`src/rtl/rei_pkg.sv`:
```
package rei_pkg;
    localparam int unsigned OH_W  = 8;
    localparam int unsigned NIB_W = 4;
    localparam int unsigned CNT_W = $clog2(OH_W + 1);
endpackage

```
`src/rtl/rei_bip_cmp.sv`:
```
module rei_bip_cmp #(
    parameter int unsigned OH_W  = rei_pkg::OH_W,
    parameter int unsigned CNT_W = rei_pkg::CNT_W
) (
    input  logic [OH_W-1:0]  exp_i,
    input  logic [OH_W-1:0]  rcv_i,
    output logic [CNT_W-1:0] cnt_o
);
    logic [OH_W-1:0] diff;

    assign diff = exp_i ^ rcv_i;

    always_comb begin
        cnt_o = '0;
        for (int i = 0; i < OH_W; i++) begin
            cnt_o = cnt_o + CNT_W'(diff[i]);
        end
    end
endmodule

```
`src/rtl/rei_hold.sv`:
```
module rei_hold #(
    parameter int unsigned CNT_W = rei_pkg::CNT_W,
    parameter int unsigned NIB_W = rei_pkg::NIB_W
) (
    input  logic             clk,
    input  logic             rst_n,
    input  logic             vld_i,
    input  logic             frame_mode_i,
    input  logic [CNT_W-1:0] cnt_i,
    output logic [NIB_W-1:0] rei_o
);
    typedef struct packed {
        logic [NIB_W-1:0] rei;
    } hold_s;

    hold_s st_d, st_q;

    always_comb begin
        st_d = st_q;
        if (vld_i) begin
            if (frame_mode_i) begin
                st_d.rei = NIB_W'(cnt_i != '0);
            end else begin
                st_d.rei = NIB_W'(cnt_i);
            end
        end
    end

    always_ff @(posedge clk) begin
        if (!rst_n) begin
            st_q <= '0;
        end else begin
            st_q <= st_d;
        end
    end

    assign rei_o = st_q.rei;
endmodule

```
`src/rtl/rei_insert.sv`:
```
module rei_insert #(
    parameter int unsigned OH_W  = rei_pkg::OH_W,
    parameter int unsigned NIB_W = rei_pkg::NIB_W
) (
    input  logic             clk,
    input  logic             rst_n,
    input  logic [OH_W-1:0]  oh_i,
    input  logic             pos_i,
    input  logic             auto_en_i,
    input  logic [NIB_W-1:0] rei_i,
    input  logic [NIB_W-1:0] sw_nib_i,
    output logic [OH_W-1:0]  oh_o,
    output logic             pos_o
);
    typedef struct packed {
        logic [OH_W-1:0] oh;
        logic            pos;
    } ins_s;

    ins_s st_d, st_q;
    logic [NIB_W-1:0] nib;

    always_comb begin
        nib       = auto_en_i ? rei_i : sw_nib_i;
        st_d.pos  = pos_i;
        st_d.oh   = oh_i;
        if (pos_i) begin
            st_d.oh[NIB_W-1:0] = nib;
        end
    end

    always_ff @(posedge clk) begin
        if (!rst_n) begin
            st_q <= '0;
        end else begin
            st_q <= st_d;
        end
    end

    assign oh_o  = st_q.oh;
    assign pos_o = st_q.pos;
endmodule

```
`src/rtl/rei_gen.sv`:
```
module rei_gen #(
    parameter int unsigned OH_W  = rei_pkg::OH_W,
    parameter int unsigned NIB_W = rei_pkg::NIB_W
) (
    input  logic             clk,
    input  logic             rst_n,
    input  logic             chk_vld_i,
    input  logic [OH_W-1:0]  par_exp_i,
    input  logic [OH_W-1:0]  par_rcv_i,
    input  logic             mode_frame_i,
    input  logic             auto_en_i,
    input  logic [NIB_W-1:0] sw_nib_i,
    input  logic [OH_W-1:0]  oh_i,
    input  logic             oh_pos_i,
    output logic [OH_W-1:0]  oh_o,
    output logic             oh_pos_o
);
    localparam int unsigned CNT_W = $clog2(OH_W + 1);

    logic [CNT_W-1:0] err_cnt;
    logic [NIB_W-1:0] rei_q;

    rei_bip_cmp #(.OH_W(OH_W), .CNT_W(CNT_W)) u_cmp (
        .exp_i (par_exp_i),
        .rcv_i (par_rcv_i),
        .cnt_o (err_cnt)
    );

    rei_hold #(.CNT_W(CNT_W), .NIB_W(NIB_W)) u_hold (
        .clk          (clk),
        .rst_n        (rst_n),
        .vld_i        (chk_vld_i),
        .frame_mode_i (mode_frame_i),
        .cnt_i        (err_cnt),
        .rei_o        (rei_q)
    );

    rei_insert #(.OH_W(OH_W), .NIB_W(NIB_W)) u_ins (
        .clk       (clk),
        .rst_n     (rst_n),
        .oh_i      (oh_i),
        .pos_i     (oh_pos_i),
        .auto_en_i (auto_en_i),
        .rei_i     (rei_q),
        .sw_nib_i  (sw_nib_i),
        .oh_o      (oh_o),
        .pos_o     (oh_pos_o)
    );
endmodule

```
`config.mk`:
```
export PLATFORM = sky130hd
export DESIGN_NAME = rei_gen
export DESIGN_NICKNAME = d
export VERILOG_FILES = /design/src/rtl/rei_pkg.sv /design/src/rtl/rei_bip_cmp.sv /design/src/rtl/rei_hold.sv /design/src/rtl/rei_insert.sv /design/src/rtl/rei_gen.sv
export SDC_FILE = /design/constraint.sdc
export NUM_CORES = 1
export LEC_CHECK = 0
export BUFFER_PORTS_ARGS = -buffer_cell sky130_fd_sc_hd__buf_4
export CAP_MARGIN = 20
export CORE_ASPECT_RATIO = 0.7
export CORE_MARGIN = 3
export CORE_UTILIZATION = 33
export CTS_CLUSTER_DIAMETER = 60
export DETAILED_ROUTE_END_ITERATION = 8
export GPL_TIMING_DRIVEN = 0
export SLEW_MARGIN = 0
export SYNTH_ARGS = -nofsm -noshare
export SYNTH_HDL_FRONTEND = slang
export SYNTH_SLANG_ARGS = --single-unit
```
`constraint.sdc`:
```
create_clock -name clk -period 7.02 [get_ports clk]
set_input_delay 0.702 -clock clk [delete_from_list [all_inputs] [get_ports clk]]
set_output_delay 0.702 -clock clk [all_outputs]
set_load 0.03 [all_outputs]
```
==> metrics.txt, run 1 <==
CORE AREA=1952 µm²; CTS Buf Count=3; #FFs+latches synth=13; nets=154; setup TNS=0 ps; routed length per instance=11.87 µm; initial DRC count=14; I/O pin cnt=43; Congestion Overflow GR=0; post-synth top area cell=dfxtp_1; DP HPWL=1341 µm; routability cong.=0.7205; worst skew pair latency=280 ps; Tot GR Track Use=0.1264; YS warnings=0; Register Area=260.3 µm²; remaining antenna violation count=0; critical path class=in2reg; Synth Instances=68; Clock Tree Root=clkbuf_4; largest net degree at the start of global routing=11; syn_nets=109; total setup buffers inserted after CTS=0; Final Cell Area=1069 µm²; H-tree depth=1; die area=2768 µm²; row count=13; fin crit period=3775 ps; number of global-route vias before repair=603; area growth from synthesis to layout=49.56%; clk buf depth=2; CP Max Fanout=3; Chip Width=61.61 µm; Worst EP arrival=3940 ps; n_diodes=0; DR vias/cell=4.716; fillers=187; layout cell share with drive strength beyond 1=0.3929; commonest non-fill, non-tap cell in the layout=buf_4; Critical Path Start Type=input port; Fin Clk Skew=3.625 ps; status=completed; Residual DRC=0; Crit. End Element=flop; fin. max-slew vios=0; syn_area_per_cell=10.51 µm²; DRT Pass-1 Iters=4; worst path required time=7190 ps; slowest stage cell, crit path=fa_1; final setup fails=0; Hold-fix buffers, CTS=0; Port Buffer Count=40; sequential fraction of the synthesis area=0.3643; via count=632; multi-input combinational cell area=422.9 µm²; most frequent cells in the layout=buf_4, dfxtp_1, xor2_1; fmax=264.9 MHz; total wire length=1590 µm; max cap viols=0; RSZ-0062 raised after global routing=no; Static Leak=0.5468 nW; CP peak stage delay=530 ps; VDD IR max=0.09651 mV; DP Area=1042 µm²; Final Hold Fails=0; max_slew headroom=0.7419; initial antenna violation count=0; critical path cell sequence=buf_4 -> xor2_1 -> ha_1 -> fa_1 -> inv_1 -> fa_1 -> inv_1 -> fa_1 -> fa_1 -> o31ai_1 -> a41oi_1 -> o221a_1; period utilization=0.5377; Mapped Area=714.4 µm²; post-synth top area share=0.3643; Netlist cell types=20; slew at the pin closest to its max-slew limit=387.1 ps; post-CTS sizing=0; clk sinks=13; most frequent CP cell=fa_1; Hold Path Class=reg2reg; Starting Density=0.3660; Clock Pin Slew Worst Setup and Hold Paths=80 ps; first-pass GRT wire length=2525 µm; CTS tree=yes; Die Height=44.93 µm; Pwr Density=209.2 nW/µm²; Synth area leaders=dfxtp_1, fa_1, xor2_1
==> layer usage <==
metal / up-vias / global-route usage / part of all wire
li1: 317 / - / -
met1: 296 / 0.1524 / 0.43
met2: 19 / 0.2067 / 0.50
met3: 0 / 0.06000 / 0.069
met4: 0 / 0.02542 / 0
met5: - / 0 / 0
==> sequential cells by signal, indices dropped and copies added, names as in the netlist <==
| signal | flops |
|---|---|
| u_ins.pos_o | 1 |
| u_ins.oh_o | 8 |
| u_hold.rei_o | 4 |
==> per-stage QoR <==
stage / utilization / hold WS [ps] / power [mW] / std cells / setup WS, ps
detailed placement: 0.5340 / 472.0 / 0.1801 / 130 / 2945
CTS: 0.5474 / 485.6 / 0.2268 / 134 / 3229
finish: 0.5474 / 485.3 / 0.2236 / 134 / 3245
global placement: 0.5340 / 468.6 / 0.1784 / 130 / 2961
global route: 0.5474 / 512.6 / 0.2429 / 134 / 3105
floorplan: - / 453.2 / 0.1481 / 68 / 3211
==> area by class of cell <==
| type | count | share of cell area |
|---|---|---|
| Inverter | 5 | 0.01756 |
| Clock buffer | 4 | 0.02459 |
| Tap cell | 22 | 0.02576 |
| Buffer | 3 | 0.01171 |
| Multi-Input combinational cell | 47 | 0.3958 |
| Timing Repair Buffer | 40 | 0.2810 |
| Sequential cell | 13 | 0.2436 |
==> worst max-delay path: cells and delay by family <==
family | cells | cell delay, ps
buf+inv | 3 | 220
compound gates | 3 | 540
xor+xnor | 1 | 150
fa+ha+maj | 5 | 2330
==> logic make-up (layout without fill, tap and decap cells) <==
logic type / Yosys count / in the layout / synth area share
AOI/OAI and AO/OA: 11 / 11 / 0.1348
adders and majority gates: 7 / 7 / 0.1646
buffers and inverters: 8 / 52 / 0.04378
muxes: 4 / 4 / 0.05604
xor gates and xnor gates: 9 / 9 / 0.1103
DFF: 13 / 13 / 0.3643
and+or+nand+nor: 16 / 16 / 0.1261
==> Yosys cell counts <==
cell	count
inv_1	5
ha_1	3
o211a_1	4
fa_1	4
and2_1	6
o32ai_1	1
o31ai_1	1
xnor2_1	2
a21oi_1	1
nand2_1	5
dfxtp_1	13
a21boi_0	2
xor2_1	7
o221a_1	1
clkbuf_2	1
mux2i_1	4
nand3b_1	2
nand2b_1	3
clkbuf_1	2
a41oi_1	1
==> path summary, 6_finish.rpt <==
path                        start         endpoint  slack (ps)  cells after the start
setup / recovery     par_rcv_i[0]  u_hold.rei_o[0]        3250                     12
hold / removal    u_hold.rei_o[1]  u_hold.rei_o[1]         490                      2
setup reg to reg  u_hold.rei_o[1]    u_ins.oh_o[1]        6270                      3
hold reg to reg   u_hold.rei_o[1]  u_hold.rei_o[1]         490                      2
==> power breakdown <==
part	switching (mW)	total (mW)	internal, mW
clock network	0.0239	0.0460	0.0220
registers	0.00235	0.0826	0.0803
logic	0.0483	0.0950	0.0467
total	0.0746	0.224	0.149
(Power assumes the default switching activity.)
==> run 2: changes to the inputs <==
- ABC_AREA: not set -> 1
- PLACE_DENSITY: not set -> 0.66
- clock period: 7.02 -> 3.4 ns (I/O delays scaled with it)
==> metrics.txt, run 2 <==
slowest stage cell, crit path=fa_1; first-pass GRT wire length=2760 µm (+9.3%); Sw Share=0.3442 (+0.01065); Critical Path Start Type=input port; worst skew pair latency=270 ps (about the same); H-tree depth=1 (unchanged); Setup crit start=par_rcv_i[0]; row count=13 (unchanged); max cap viols=0 (unchanged); syn_area_per_cell=8.126 µm² (-23%); total setup buffers inserted after CTS=0 (unchanged); Crit. End Element=flop; Synth area leaders=dfxtp_1, nand2_1, fa_1; Fin Clk Skew=0.9742 ps (-2.651 ps); #FFs+latches synth=13 (unchanged); number of global-route vias before repair=690 (+14%); Psw=159.0 µW (+110%); Tot GR Track Use=0.1376 (+0.01123); Pint=303.0 µW (+100%); via count=680 (+7.6%); worst r2r src=u_hold.rei_o[0]; Die Height=44.73 µm (-0.46%); post-CTS sizing=0 (unchanged); DRT Pass-1 Iters=3 (-1); Residual DRC=0 (unchanged); DP Area=1042 µm² (unchanged); sequential fraction of the synthesis area=0.3681 (+0.003868); YS warnings=0 (unchanged); Hold-fix buffers, CTS=0 (unchanged); Netlist cell types=18 (-10%); most frequent cells in the layout=buf_4, nand2_1, inv_1; hold slack=250.0 ps (-235.3 ps); initial antenna violation count=0 (unchanged); DP HPWL=1504 µm (+12%); max reg flops=8 (unchanged); routability cong.=0.7059 (-2.0%); commonest non-fill, non-tap cell in the layout=buf_4; initial DRC count=26 (+12); critical path cell sequence=buf_4 -> xor2_1 -> ha_1 -> fa_1 -> inv_1 -> fa_1 -> inv_1 -> fa_1 -> fa_1 -> inv_1 -> nand2_2 -> nand2_1 -> nand3_1 -> nand2_1 -> a21oi_2; Static Leak=0.5707 nW (+4.4%); CP Max Fanout=2 (-1); Gate power share=0.432 (+0.007); status=completed; period utilization=0.9383; total wire length=1705 µm (+7.2%); largest net degree at the start of global routing=11 (unchanged); RSZ-0062 raised after global routing=no; fmax=313.4 MHz; CTS Buf Count=3 (unchanged); worst path required time=3560 ps (-3630 ps); final setup fails=0 (unchanged); async set-reset flop share out of synthesis=0 (unchanged); Mapped Area=706.9 µm² (-1.1%); clock share of power=0.198 (-0.008); post-synth top area share=0.3681 (+0.003868); remaining antenna violation count=0 (unchanged); layout cell share with drive strength beyond 1=0.3712 (-0.02165); Clock Tree Root=clkbuf_4; Hold Path Class=in2reg; area growth from synthesis to layout=51.15%; clk buf depth=2 (unchanged); Final Hold Fails=0 (unchanged); Port Buffer Count=41 (+2.5%); CP peak stage delay=540 ps (about the same); slew at the pin closest to its max-slew limit=188.4 ps (-198.7 ps); kind of cell adding the most delay to the critical path=adder cells; Chip Width=61.32 µm (-0.47%); fillers=189 (+1.1%); Starting Density=0.3652 (-0.0008025); Synth Instances=87 (+28%); Worst EP arrival=3350 ps (-590 ps); Commonest cells post-synth=nand2_1, inv_1, dfxtp_1, xor2_1; DR vias/cell=4.416 (-6.4%); n_diodes=0 (unchanged); Pwr Density=432.4 nW/µm² (+110%); Congestion Overflow GR=0 (unchanged); VDD IR max=0.1413 mV (+46%); sequential power share=0.369 (about the same); routed length per instance=11.07 µm (-6.7%); dominant cell by count in the synthesized netlist=nand2_1; CTS tree=yes; Hold Crit Start=oh_i[7]; clk sinks=13 (unchanged); Post-synth EDFFs=0 (unchanged); Clock Pin Slew Worst Setup and Hold Paths=70 ps (about the same); max_slew headroom=0.8731 (+0.1312); nets=174 (+13%); I/O pin cnt=43 (unchanged); fin. max-slew vios=0 (unchanged); post-synth top area cell=dfxtp_1; most frequent CP cell=fa_1; critical path class=in2reg; die area=2743 µm² (-0.92%); Final Cell Area=1069 µm² (unchanged); syn_nets=128 (+17%); Top FF cell, synth=dfxtp_1; fin crit period=3190 ps; WP buf/inv=4 (+1); CORE AREA=1936 µm² (-0.83%)
==> run 2: cell types whose count changed in the layout (fill, tap and decap cells not counted), sizes merged, moves of 5 or more <==
cell	previous run	this run
nand2	5	23
inv	5	16
o21ai	0	5
and2	6	0
==> run 2: kinds of logic after synthesis <==
group / count (synthesis) / share of synthesized area
DFF: 13 / 0.3681
and+or+nand+nor: 28 / 0.1628
buffers and inverters: 18 / 0.09910
xor gates and xnor gates: 8 / 0.09912
adders and majority gates: 7 / 0.1664
AOI/OAI and AO/OA: 13 / 0.1044
==> run 2: cell type report <==
class                      count  area (µm²)  area share
multi-input combinational     56       376.6      0.3525
sequential                    13       260.3      0.2436
buffer                         2       10.01    0.009368
timing repair buffer          41       307.8      0.2881
clock buffer                   4       26.28     0.02459
tap                           22       27.53     0.02576
inverter                      16       60.06     0.05621
==> run 2: through the flow <==
stage	setup WS, ps	total power [mW]	instances	utilization	TNS [ps]
detailed placement	-97.46	0.3760	150	0.5385	-100.7
finish	209.6	0.4621	154	0.5520	0
CTS	191.1	0.4697	154	0.5520	0
global route	91.07	0.5074	154	0.5520	0
floorplan	173.7	0.3070	87	-	0
global placement	-62.10	0.3688	150	0.5385	-62.10
==> run 2: power groups by stage <==
| stage | clock (mW) | sequential, mW | combinational (mW) |
|---|---|---|---|
| final | 0.0916 | 0.171 | 0.200 |
| after detailed placement | 0 | 0.174 | 0.202 |
| after floorplan | 0 | 0.187 | 0.120 |
| after global routing | 0.104 | 0.172 | 0.231 |
| after CTS | 0.0963 | 0.171 | 0.203 |
| after global placement | 0 | 0.174 | 0.195 |
==> run 2: final timing paths <==
kind              slack [ps]  cells after the start              end
hold / removal           250                      3    u_ins.oh_o[7]
setup reg to reg        2740                      2  u_hold.rei_o[0]
hold reg to reg          480                      2  u_hold.rei_o[2]
setup / recovery         210                     15  u_hold.rei_o[0]
==> run 2: tightest hold or removal path, delay by kind of cell <==
kind | cells | cell delay [ps]
buffers and inverters | 2 | 120
AND/OR/NAND/NOR | 1 | 40
==> run 2: per-layer routing <==
metal	global-route usage	share of wire
met2	0.2447	0.52
met3	0.06000	0.062
met1	0.1534	0.41
met4	0.02597	0
met5	0	0
==> run 3: changes to the inputs <==
- CTS_BUF_LIST: not set -> sky130_fd_sc_hd__clkbuf_2
==> metrics.txt, run 3 (synthesis results as in run 2) <==
Final Hold Fails=0 (unchanged); Critical Path Start Type=input port; Hold-fix buffers, CTS=0 (unchanged); most frequent cells in the layout=buf_4, nand2_1, inv_1; largest net degree at the start of global routing=11 (unchanged); Tot GR Track Use=0.1376 (unchanged); routed length per instance=11.01 µm (-0.53%); first-pass GRT wire length=2760 µm (unchanged); area growth from synthesis to layout=50.27%; CORE AREA=1936 µm² (unchanged); Hold Path Class=in2reg; Port Buffer Count=41 (unchanged); Crit. End Element=flop; Residual DRC=0 (unchanged); status=completed; multi-input combinational cell area=376.6 µm² (unchanged); Worst EP arrival=3350 ps (about the same); total setup buffers inserted after CTS=0 (unchanged); nets=174 (unchanged); fmax=313.5 MHz (about the same); slew at the pin closest to its max-slew limit=188.0 ps (-0.3700 ps); via count=678 (-0.29%); CTS tree=yes; DP HPWL=1504 µm (unchanged); critical path class=in2reg; max_slew headroom=0.8733 (about the same); layout cell share with drive strength beyond 1=0.3788 (+0.007576); CP Max Fanout=2 (unchanged); fillers=191 (+1.1%); routability cong.=0.7059 (unchanged); Register Area=260.3 µm² (unchanged); Fin Clk Skew=0.8245 ps (-0.1498 ps); final setup fails=0 (unchanged); hold slack=254.3 ps (+4.304 ps); Die Height=44.73 µm (unchanged); Chip Width=61.32 µm (unchanged); max cap viols=0 (unchanged); setup TNS=0 ps (unchanged); I/O pin cnt=43 (unchanged); clk sinks=13 (unchanged); number of global-route vias before repair=690 (unchanged); worst skew pair latency=260 ps (about the same); Congestion Overflow GR=0 (unchanged); Static Leak=0.5723 nW (+0.29%); Clock Pin Slew Worst Setup and Hold Paths=120 ps (+50 ps); DP Area=1042 µm² (unchanged); Pwr Density=421.9 nW/µm² (-2.4%); worst path required time=3560 ps (about the same); RSZ-0062 raised after global routing=no; fin. max-slew vios=0 (unchanged); Final Cell Area=1062 µm² (-0.58%); commonest non-fill, non-tap cell in the layout=buf_4; max reg flops=8 (unchanged); VDD IR max=0.1255 mV (-11%); H-tree depth=1 (unchanged); Starting Density=0.3652 (unchanged); clk buf depth=2 (unchanged); period utilization=0.9382 (about the same); number of non-filler instances in the completed layout=154 (unchanged); placed cells=150 (unchanged); row count=13 (unchanged); initial DRC count=34 (+31%); reg2reg setup slack=2740 ps (about the same); DRT Pass-1 Iters=4 (+1); CTS Buf Count=3 (unchanged); Clock Tree Root=clkbuf_2; total wire length=1696 µm (-0.53%); fin crit period=3190 ps (-0.5680 ps); die area=2743 µm² (unchanged); remaining antenna violation count=0 (unchanged); post-CTS sizing=0 (unchanged); DR vias/cell=4.403 (-0.29%); n_diodes=0 (unchanged); initial antenna violation count=0 (unchanged)
-- run 3: cell count changes in the layout (fill, tap and decap cells not counted) --
cell,previous run,this run
clkbuf_2,0,4
clkbuf_4,3,0
clkbuf_1,1,0
-- run 3: final timing paths --
| kind | startpoint | end | cells past startpoint |
|---|---|---|---|
| setup / recovery | par_rcv_i[0] | u_hold.rei_o[0] | 15 |
| hold / removal | oh_i[7] | u_ins.oh_o[7] | 3 |
| setup reg to reg | u_hold.rei_o[0] | u_hold.rei_o[0] | 2 |
| hold reg to reg | u_hold.rei_o[2] | u_hold.rei_o[2] | 2 |
-- run 3: critical path, stage by stage --
cell and delay, ps:
buf_4 110, xor2_1 150, ha_1 320, fa_1 540, inv_1 60, fa_1 520, inv_1 60, fa_1 470
fa_1 400, inv_1 80, nand2_2 50, nand2_1 60, nand3_1 70, nand2_1 70, a21oi_2 50
-- run 3: through the flow --
step / setup WS, ps / util / total power, mW
2_1_floorplan: 173.7 / - / 0.3070
3_5_place_dp: -97.46 / 0.5385 / 0.3760
5_1_grt: 112.0 / 0.5488 / 0.4934
4_1_cts: 198.4 / 0.5488 / 0.4555
3_3_place_gp: -62.10 / 0.5385 / 0.3688
6_report: 210.2 / 0.5488 / 0.4482
-- run 3: power breakdown --
group / internal [mW] / switching [mW]
clock network: 0.0312 / 0.0465
registers: 0.166 / 0.00518
logic: 0.0922 / 0.107
total: 0.289 / 0.159
-- run 3: metal layers --
metal,GRT usage,routed length (µm),share of wire,vias to the layer above
li1,-,-,-,358
met5,0,0,0,-
met1,0.1534,702,0.41,300
met4,0.02597,0,0,0
met2,0.2447,887,0.52,20
met3,0.06000,106,0.063,0
-- run 3: cell type report --
| type | instances | area share |
|---|---|---|
| multi-input cells | 56 | 0.3545 |
| repair buffers | 41 | 0.2898 |
| flip-flops and latches | 13 | 0.2450 |
| inverters | 16 | 0.05654 |
| well taps | 22 | 0.02591 |
| clock buffers | 4 | 0.01885 |
| plain buffers | 2 | 0.009423 |
